===== src/rtl/cbl_pkg.sv =====
package cbl_pkg;

  localparam int ST_W = 2;

  typedef enum logic [ST_W-1:0] {
    ST_INV = 2'd0,
    ST_SHR = 2'd1,
    ST_EXC = 2'd2,
    ST_MOD = 2'd3
  } mesi_t;

  typedef struct packed {
    logic  fill;
    logic  nowa;
    logic  we;
    mesi_t nxt;
  } verdict_t;

  // Access may be cached only when neither attribute forbids it.
  function automatic logic may_cache(input logic page_dis, input logic line_en_n);
    return ~(page_dis | line_en_n);
  endfunction

  // A tag match only counts when the entry holds a valid state.
  function automatic logic true_hit(input logic hit, input mesi_t st);
    return hit & (st != ST_INV);
  endfunction

  function automatic verdict_t judge(input logic wr, input logic hit_v,
                                     input logic ok, input mesi_t st);
    verdict_t v;
    v.fill = 1'b0;
    v.nowa = 1'b0;
    v.we   = 1'b0;
    v.nxt  = st;
    if (hit_v) begin
      if (wr && st != ST_SHR) begin
        v.we  = 1'b1;
        v.nxt = ST_MOD;
      end
    end else if (ok) begin
      v.fill = 1'b1;
      v.we   = 1'b1;
      v.nxt  = wr ? ST_MOD : ST_EXC;
    end else if (wr) begin
      v.nowa = 1'b1;
    end
    return v;
  endfunction

endpackage


===== src/rtl/cbl_attr_gate.sv =====
module cbl_attr_gate
  import cbl_pkg::*;
(
  input  logic  page_dis,
  input  logic  line_en_n,
  input  logic  hit,
  input  mesi_t st,
  output logic  cacheable,
  output logic  hit_valid
);
  always_comb begin
    cacheable = may_cache(page_dis, line_en_n);
    hit_valid = true_hit(hit, st);
  end
endmodule


===== src/rtl/cbl_decide.sv =====
module cbl_decide
  import cbl_pkg::*;
(
  input  logic     wr,
  input  logic     hit_valid,
  input  logic     cacheable,
  input  mesi_t    st,
  output verdict_t verdict
);
  always_comb verdict = judge(wr, hit_valid, cacheable, st);
endmodule


===== src/rtl/cbl_out_stage.sv =====
module cbl_out_stage
  import cbl_pkg::*;
(
  input  logic     clk,
  input  logic     rst_n,
  input  logic     stb,
  input  verdict_t verdict,
  output verdict_t q
);
  always_ff @(posedge clk) begin
    if (!rst_n) begin
      q <= '0;
    end else if (stb) begin
      q <= verdict;
    end else begin
      q <= '0;
    end
  end

  // any asserted request stems from a strobe on the previous edge
  a_r2_pulse_needs_strobe: assert property (@(posedge clk) disable iff (!rst_n)
    (q.fill || q.nowa || q.we) |-> $past(stb));

  // outputs never linger into a strobe-free following cycle
  a_r2_single_cycle: assert property (@(posedge clk) disable iff (!rst_n)
    !stb |=> !(q.fill || q.nowa || q.we));
endmodule


===== src/rtl/cache_alloc_ctl.sv =====
module cache_alloc_ctl
  import cbl_pkg::*;
(
  input  logic            clk,
  input  logic            rst_n,
  input  logic            acc_stb,
  input  logic            acc_wr,
  input  logic            tag_hit,
  input  logic [ST_W-1:0] line_st,
  input  logic            pg_cd,
  input  logic            ln_en_n,
  output logic            fill_req,
  output logic            nowa_req,
  output logic            st_we,
  output logic [ST_W-1:0] st_next
);
  mesi_t    cur_st;
  logic     ev_cacheable;
  logic     ev_hit_valid;
  verdict_t verdict_d;
  verdict_t verdict_q;

  assign cur_st = mesi_t'(line_st);

  cbl_attr_gate u_gate (
    .page_dis (pg_cd),
    .line_en_n(ln_en_n),
    .hit      (tag_hit),
    .st       (cur_st),
    .cacheable(ev_cacheable),
    .hit_valid(ev_hit_valid)
  );

  cbl_decide u_decide (
    .wr       (acc_wr),
    .hit_valid(ev_hit_valid),
    .cacheable(ev_cacheable),
    .st       (cur_st),
    .verdict  (verdict_d)
  );

  cbl_out_stage u_out (
    .clk    (clk),
    .rst_n  (rst_n),
    .stb    (acc_stb),
    .verdict(verdict_d),
    .q      (verdict_q)
  );

  assign fill_req = verdict_q.fill;
  assign nowa_req = verdict_q.nowa;
  assign st_we    = verdict_q.we;
  assign st_next  = verdict_q.nxt;

  // fill and write-around are exclusive
  a_r12_fill_nowa_excl: assert property (@(posedge clk) disable iff (!rst_n)
    !(fill_req && nowa_req));

  // a fill always updates state, a write-around never does
  a_r12_fill_writes_state: assert property (@(posedge clk) disable iff (!rst_n)
    fill_req |-> st_we);
  a_r12_nowa_no_state: assert property (@(posedge clk) disable iff (!rst_n)
    nowa_req |-> !st_we);

  // a disabled read miss leaves the cache untouched
  a_r5_r6_read_miss_blocked: assert property (@(posedge clk) disable iff (!rst_n)
    (acc_stb && !acc_wr && !ev_hit_valid && !ev_cacheable) |=> (!fill_req && !st_we));

  // a valid read hit never fills regardless of the attributes
  a_r8_read_hit_no_fill: assert property (@(posedge clk) disable iff (!rst_n)
    (acc_stb && !acc_wr && ev_hit_valid) |=> (!fill_req && !st_we && !nowa_req));

  // a blocked write miss goes around the cache
  a_r7_write_around: assert property (@(posedge clk) disable iff (!rst_n)
    (acc_stb && acc_wr && !ev_hit_valid && !ev_cacheable) |=> nowa_req);

  // a fill always lands in an owned state
  a_r3_r4_fill_state: assert property (@(posedge clk) disable iff (!rst_n)
    fill_req |-> (st_next == ST_EXC || st_next == ST_MOD));
endmodule


===== config.mk =====
export PLATFORM = sky130hd
export DESIGN_NAME = cache_alloc_ctl
export DESIGN_NICKNAME = d
export VERILOG_FILES = /design/src/rtl/cbl_pkg.sv /design/src/rtl/cbl_attr_gate.sv /design/src/rtl/cbl_decide.sv /design/src/rtl/cbl_out_stage.sv /design/src/rtl/cache_alloc_ctl.sv
export SDC_FILE = /design/constraint.sdc
export NUM_CORES = 1
export LEC_CHECK = 0
export BUFFER_PORTS_ARGS = -buffer_cell sky130_fd_sc_hd__buf_4
export CAP_MARGIN = 20
export CORE_AREA = 2 2 39 41
export DETAILED_ROUTE_END_ITERATION = 8
export DIE_AREA = 0 0 41 43
export GPL_ROUTABILITY_DRIVEN = 0
export GPL_TIMING_DRIVEN = 0
export PLACE_DENSITY = 0.43
export SYNTH_ARGS = -nofsm -noshare
export SYNTH_HDL_FRONTEND = slang
export SYNTH_HIERARCHICAL = 1
export SYNTH_SLANG_ARGS = --single-unit
export TNS_END_PERCENT = 100

===== constraint.sdc =====
create_clock -name clk -period 1.2 [get_ports clk]
set_input_delay 0.18 -clock clk [delete_from_list [all_inputs] [get_ports clk]]
set_output_delay 0.18 -clock clk [all_outputs]
set_load 0.01 [all_outputs]

==> results.toml, run 1 <==
[detailed_routing]
ant_nets = 0
drt-wirelength-per-cell_um = 7.78
wl_um = 428
drc = 0
drt_iter0_markers = 0
via_count = 204
via_per_inst = 3.71
dr.pass1.iters = 1

[floorplan]
rows = 14
io_pins = 14
core_area_sq_mm = 0.00138
die_h_um = 43
die-width_um = 41
start_util = 0.150
die_area_sq_mm = 0.00176

[power_and_ir_drop]
power_frac_comb = 0.147
seq_power_share = 0.405
p_leak_nw = 0.186
power.density_mw_per_mm2 = 1230
clkPwrFrac = 0.448
internal_power_mw = 0.337
p_sw_frac = 0.218
p_switching_mw = 0.0939
ir_worst_vdd_v = 0.000203

[clock_tree]
numCtsBuffers = 3
root_buffer = "clkbuf_4"
clkSinkCount = 5
cts_max_level = 1
post-cts-setup-buffers = 0
clockBufferDepth = 2
cts.reportedPaths.clkPinSlew_ns = 0.04
cts_resized = 0
postCtsHoldBufs = 0
cts_tree = "built"

[timing]
drv_slew = 0
setup-violations-final = 0
max_freq_ghz = 0.994
hold_violations = 0
period_minus_slack_ns = 1.01
grt_setup_unrepaired = "false"
fin_crit_sh = 0.839
worst_slew_pin_slew_ns = 0.176
maxSlewHeadroom = 0.883

[setup_path]
critPathBufInv = 1
cp.required_ns = 1.33
criticalPathCategory = "in2reg"
cp_slowest_stage_delay_ns = 0.34
arrival_ns = 1.14
worst_setup_path_start_kind = "input port"
crit_slowest_cell = "mux2_1"
end_kind = "flop"
path_cells = "buf_4, nor2_1, mux2_1, o22a_1, and3_1"
crit_family = "multiplexers"
critPathMaxFanout = 3

[grt]
grt_max_degree = 6
gr-usage-all-layers = 0.0612
grt_overflow = 0
grt_pass1_wl_um = 641
grt_pass1_vias = 184
antenna_found_initial = 0

[yosys]
synth_fp_nets = 31
synth_area_leaders = "dfxtp_1 (48%), and3_1 (15%), mux2_1 (5.4%)"
yosysWarningCount = 6
synthTopCellsByCount = "and3_1 (5), dfxtp_1 (5), inv_1 (2)"
post_synth.cell_area_avg_sq_um = 9.44
async_reset_ff_frac = 0
netlist_instances = 22
synth_edf_count = 0
ys_types = 13
synth_top_area_frac = 0.482
synth-main-ff-cell = "dfxtp_1"
yosysSeqAreaShare = 0.482
ys_seq_elements = 5
yosys.area.top_type = "dfxtp_1"
synth_area_sq_um = 208

[place]
dp.cells = 51
io_buffers = 13

[finish]
largest_register_ffs = 5
finalNonFillerCells = 55
largestRegisters = "u_out/q: 5 flops"
syn_to_final_growth_pct = 69.3
num-nets-final = 49
diodes = 0
drive_above_1_share = 0.410
top_register = "u_out/q"
final_util = 0.254

[job]
drv_cap = 0

[run_status]
outcome = "finished clean"

[hold_path]
hp-class = "in2reg"
per-layer routing:
metal,vias to the layer above,part of all wire,global-route usage
met5,-,0,0
met4,0,0.042,0.100
met3,2,0.18,0.0157
met2,15,0.36,0.0688
met1,76,0.41,0.0675
li1,111,-,-
layout make-up:
class / count / area (sq um)
Inverter: 2 / 7.51
Tap cell: 16 / 20.0
Fill cell: 152 / 1030
Multi-Input combinational cell: 15 / 100
Sequential cell: 5 / 100
Timing Repair Buffer: 13 / 97.6
Clock buffer: 4 / 26.3
cells by family after synthesis:
| kind of cell | after synthesis | synth area share |
|---|---|---|
| simple gates | 10 | 0.289 |
| flops | 5 | 0.482 |
| compound gates | 4 | 0.139 |
| buf+inv | 2 | 0.0362 |
| mux | 1 | 0.0542 |
through the flow:
stage	cell area (sq um)	setup slack [ns]	TNS, ns	hold slack [ns]	total power [mW]
floorplan	208	0.112	0	0.326	0.203
global placement	325	-0.0544	-0.0544	0.441	0.240
detailed placement	325	-0.0545	-0.0545	0.442	0.241
CTS	352	0.196	0	0.189	0.440
global route	352	0.138	0	0.204	0.449
finish	352	0.194	0	0.196	0.431
power groups by stage:
stage                     clock network (mW)  registers [mW]  logic (mW)
after floorplan                            0           0.181      0.0220
after global placement                     0           0.177      0.0627
after detailed placement                   0           0.178      0.0636
after CTS                              0.201           0.175      0.0640
after global routing                   0.203           0.175      0.0705
final                                  0.193           0.175      0.0633
cells in the final DEF, fill, tap and decap left out:
cell type   n
o21ai_0     1
nor2b_1     1
and3_1      5
nor2_1      1
o22a_1      1
nor3b_1     1
mux2_1      1
o21a_1      1
clkbuf_1    1
buf_4      13
nand2_1     1
dfxtp_1     5
o211ai_1    1
clkbuf_4    3
or2b_1      1
inv_1       2
path summary, 6_finish.rpt:
| kind | start | to | slack [ns] | depth (start not counted) |
|---|---|---|---|---|
| worst max-delay path | ln_en_n | u_out/q[0] | 0.19 | 5 |
| worst min-delay path | acc_stb | u_out/q[3] | 0.20 | 2 |
No activity file was read; power rests on OpenSTA's default activity.
==> run 2: changes to the inputs <==
==> constraint.sdc (replaced) <==
create_clock -name clk -period 0.95 [get_ports clk]
set_input_delay 0.1425 -clock clk [delete_from_list [all_inputs] [get_ports clk]]
set_output_delay 0.1425 -clock clk [all_outputs]
set_load 0.01 [all_outputs]
==> results.toml, run 2 (synthesis gave the netlist of run 1 again) <==
[detailed_routing]
dr.pass1.iters = 2
via_count = 201
via_per_inst = 3.65
drt_iter0_markers = 2
drc = 0
drt-wirelength-per-cell_um = 7.71
wl_um = 424
ant_nets = 0

[clock_tree]
cts_tree = "built"
post-cts-setup-buffers = 0
postCtsHoldBufs = 0
root_buffer = "clkbuf_4"
clkSinkCount = 5
cts_resized = 0
cts.reportedPaths.clkPinSlew_ns = 0.04
numCtsBuffers = 3
cts_max_level = 1
clockBufferDepth = 2

[grt]
grt_pass1_wl_um = 710
use_met2 = 0.0688
antenna_found_initial = 0
gr-usage-all-layers = 0.0633
top_usage_layer = "met1"
grt_max_degree = 6
use_met1 = 0.0806
grt_pass1_vias = 184
grtUsageMet3 = 0.0209
grt_overflow = 0

[floorplan]
die_area_sq_mm = 0.00176
rows = 14
io_pins = 14
die-width_um = 41
die_h_um = 43
core_area_sq_mm = 0.00138
start_util = 0.150

[hold_path]
hp-class = "in2reg"

[finish]
top_register = "u_out/q"
final_cell_area_sq_um = 363
final_common_cell = "buf_4"
drive_above_1_share = 0.462
fillerInstances = 151
multi_input_area_sq_um = 111
final_cell_mix = "buf_4 (13), and3_1 (5), dfxtp_1 (5), clkbuf_4 (3), inv_1 (2)"
diodes = 0
largest_register_ffs = 5
num-nets-final = 49
regArea_sq_um = 100
largestRegisters = "u_out/q: 5 flops"
syn_to_final_growth_pct = 74.7

[setup_path]
startpoint = "pg_cd"
crit_end = "u_out/q[0]"
path_cells = "buf_4, nor2_4, mux2_4, o22a_1, and3_1"
arrival_ns = 0.96
criticalPathCategory = "in2reg"
path_depth = 5
worst_setup_path_start_kind = "input port"
cp.required_ns = 1.08
cp_slowest_stage_delay_ns = 0.30
critPathBufInv = 1
crit_slowest_cell = "mux2_4"
critPathMaxFanout = 3
crit_family = "multiplexers"
end_kind = "flop"

[timing]
maxSlewHeadroom = 0.896
fin_crit_sh = 0.879
timing.final.ws_setup_ns = 0.115
grt_setup_unrepaired = "false"
worst_slew_pin_slew_ns = 0.156
setup-violations-final = 0
hold_violations = 0
max_freq_ghz = 1.20
drv_slew = 0
period_minus_slack_ns = 0.835

[job]
drv_cap = 0

[run_status]
outcome = "finished clean"

[place]
dpl_cell_area_sq_um = 337
dpl_worst_slack_ns = -0.129
io_buffers = 13
dp_hpwl_um = 359

[power_and_ir_drop]
ir_worst_vdd_v = 0.000319
p_leak_nw = 0.190
power.density_mw_per_mm2 = 1500
total_power_mw = 0.543
[run 2: area by class of cell]
cell class | count | area share
clock buffer | 4 | 0.0724
tap | 16 | 0.0552
sequential | 5 | 0.276
multi-input combinational | 15 | 0.307
timing repair buffer | 13 | 0.269
inverter | 2 | 0.0207
[run 2: power by group]
group / internal (mW) / switching [mW]
Sequential: 0.219 / 0.00191
Combinational: 0.0527 / 0.0337
Clock: 0.158 / 0.0776
Total: 0.430 / 0.113
[run 2: layer usage]
metal  vias up  share of wire
li1        110              -
met1        78           0.41
met2        13           0.42
met3         0           0.17
met4         0              0
met5         -              0
[run 2: worst min-delay path by stage]
stage	startpoint	end	slack (ns)	cells past startpoint
after floorplan	acc_stb	u_out/q[1]	0.29	1
after global placement	acc_stb	u_out/q[2]	0.41	2
after detailed placement	acc_stb	u_out/q[4]	0.40	2
after CTS	acc_stb	u_out/q[4]	0.15	2
after global routing	acc_stb	u_out/q[4]	0.16	2
final	acc_stb	u_out/q[4]	0.16	2
[run 2: per-stage QoR]
stage	utilization	hold slack (ns)	instances	setup TNS, ns
floorplan	-	0.288	22	0
global placement	0.243	0.407	51	-0.329
detailed placement	0.243	0.405	51	-0.347
CTS	0.262	0.151	55	0
global route	0.262	0.158	55	0
finish	0.262	0.160	55	0
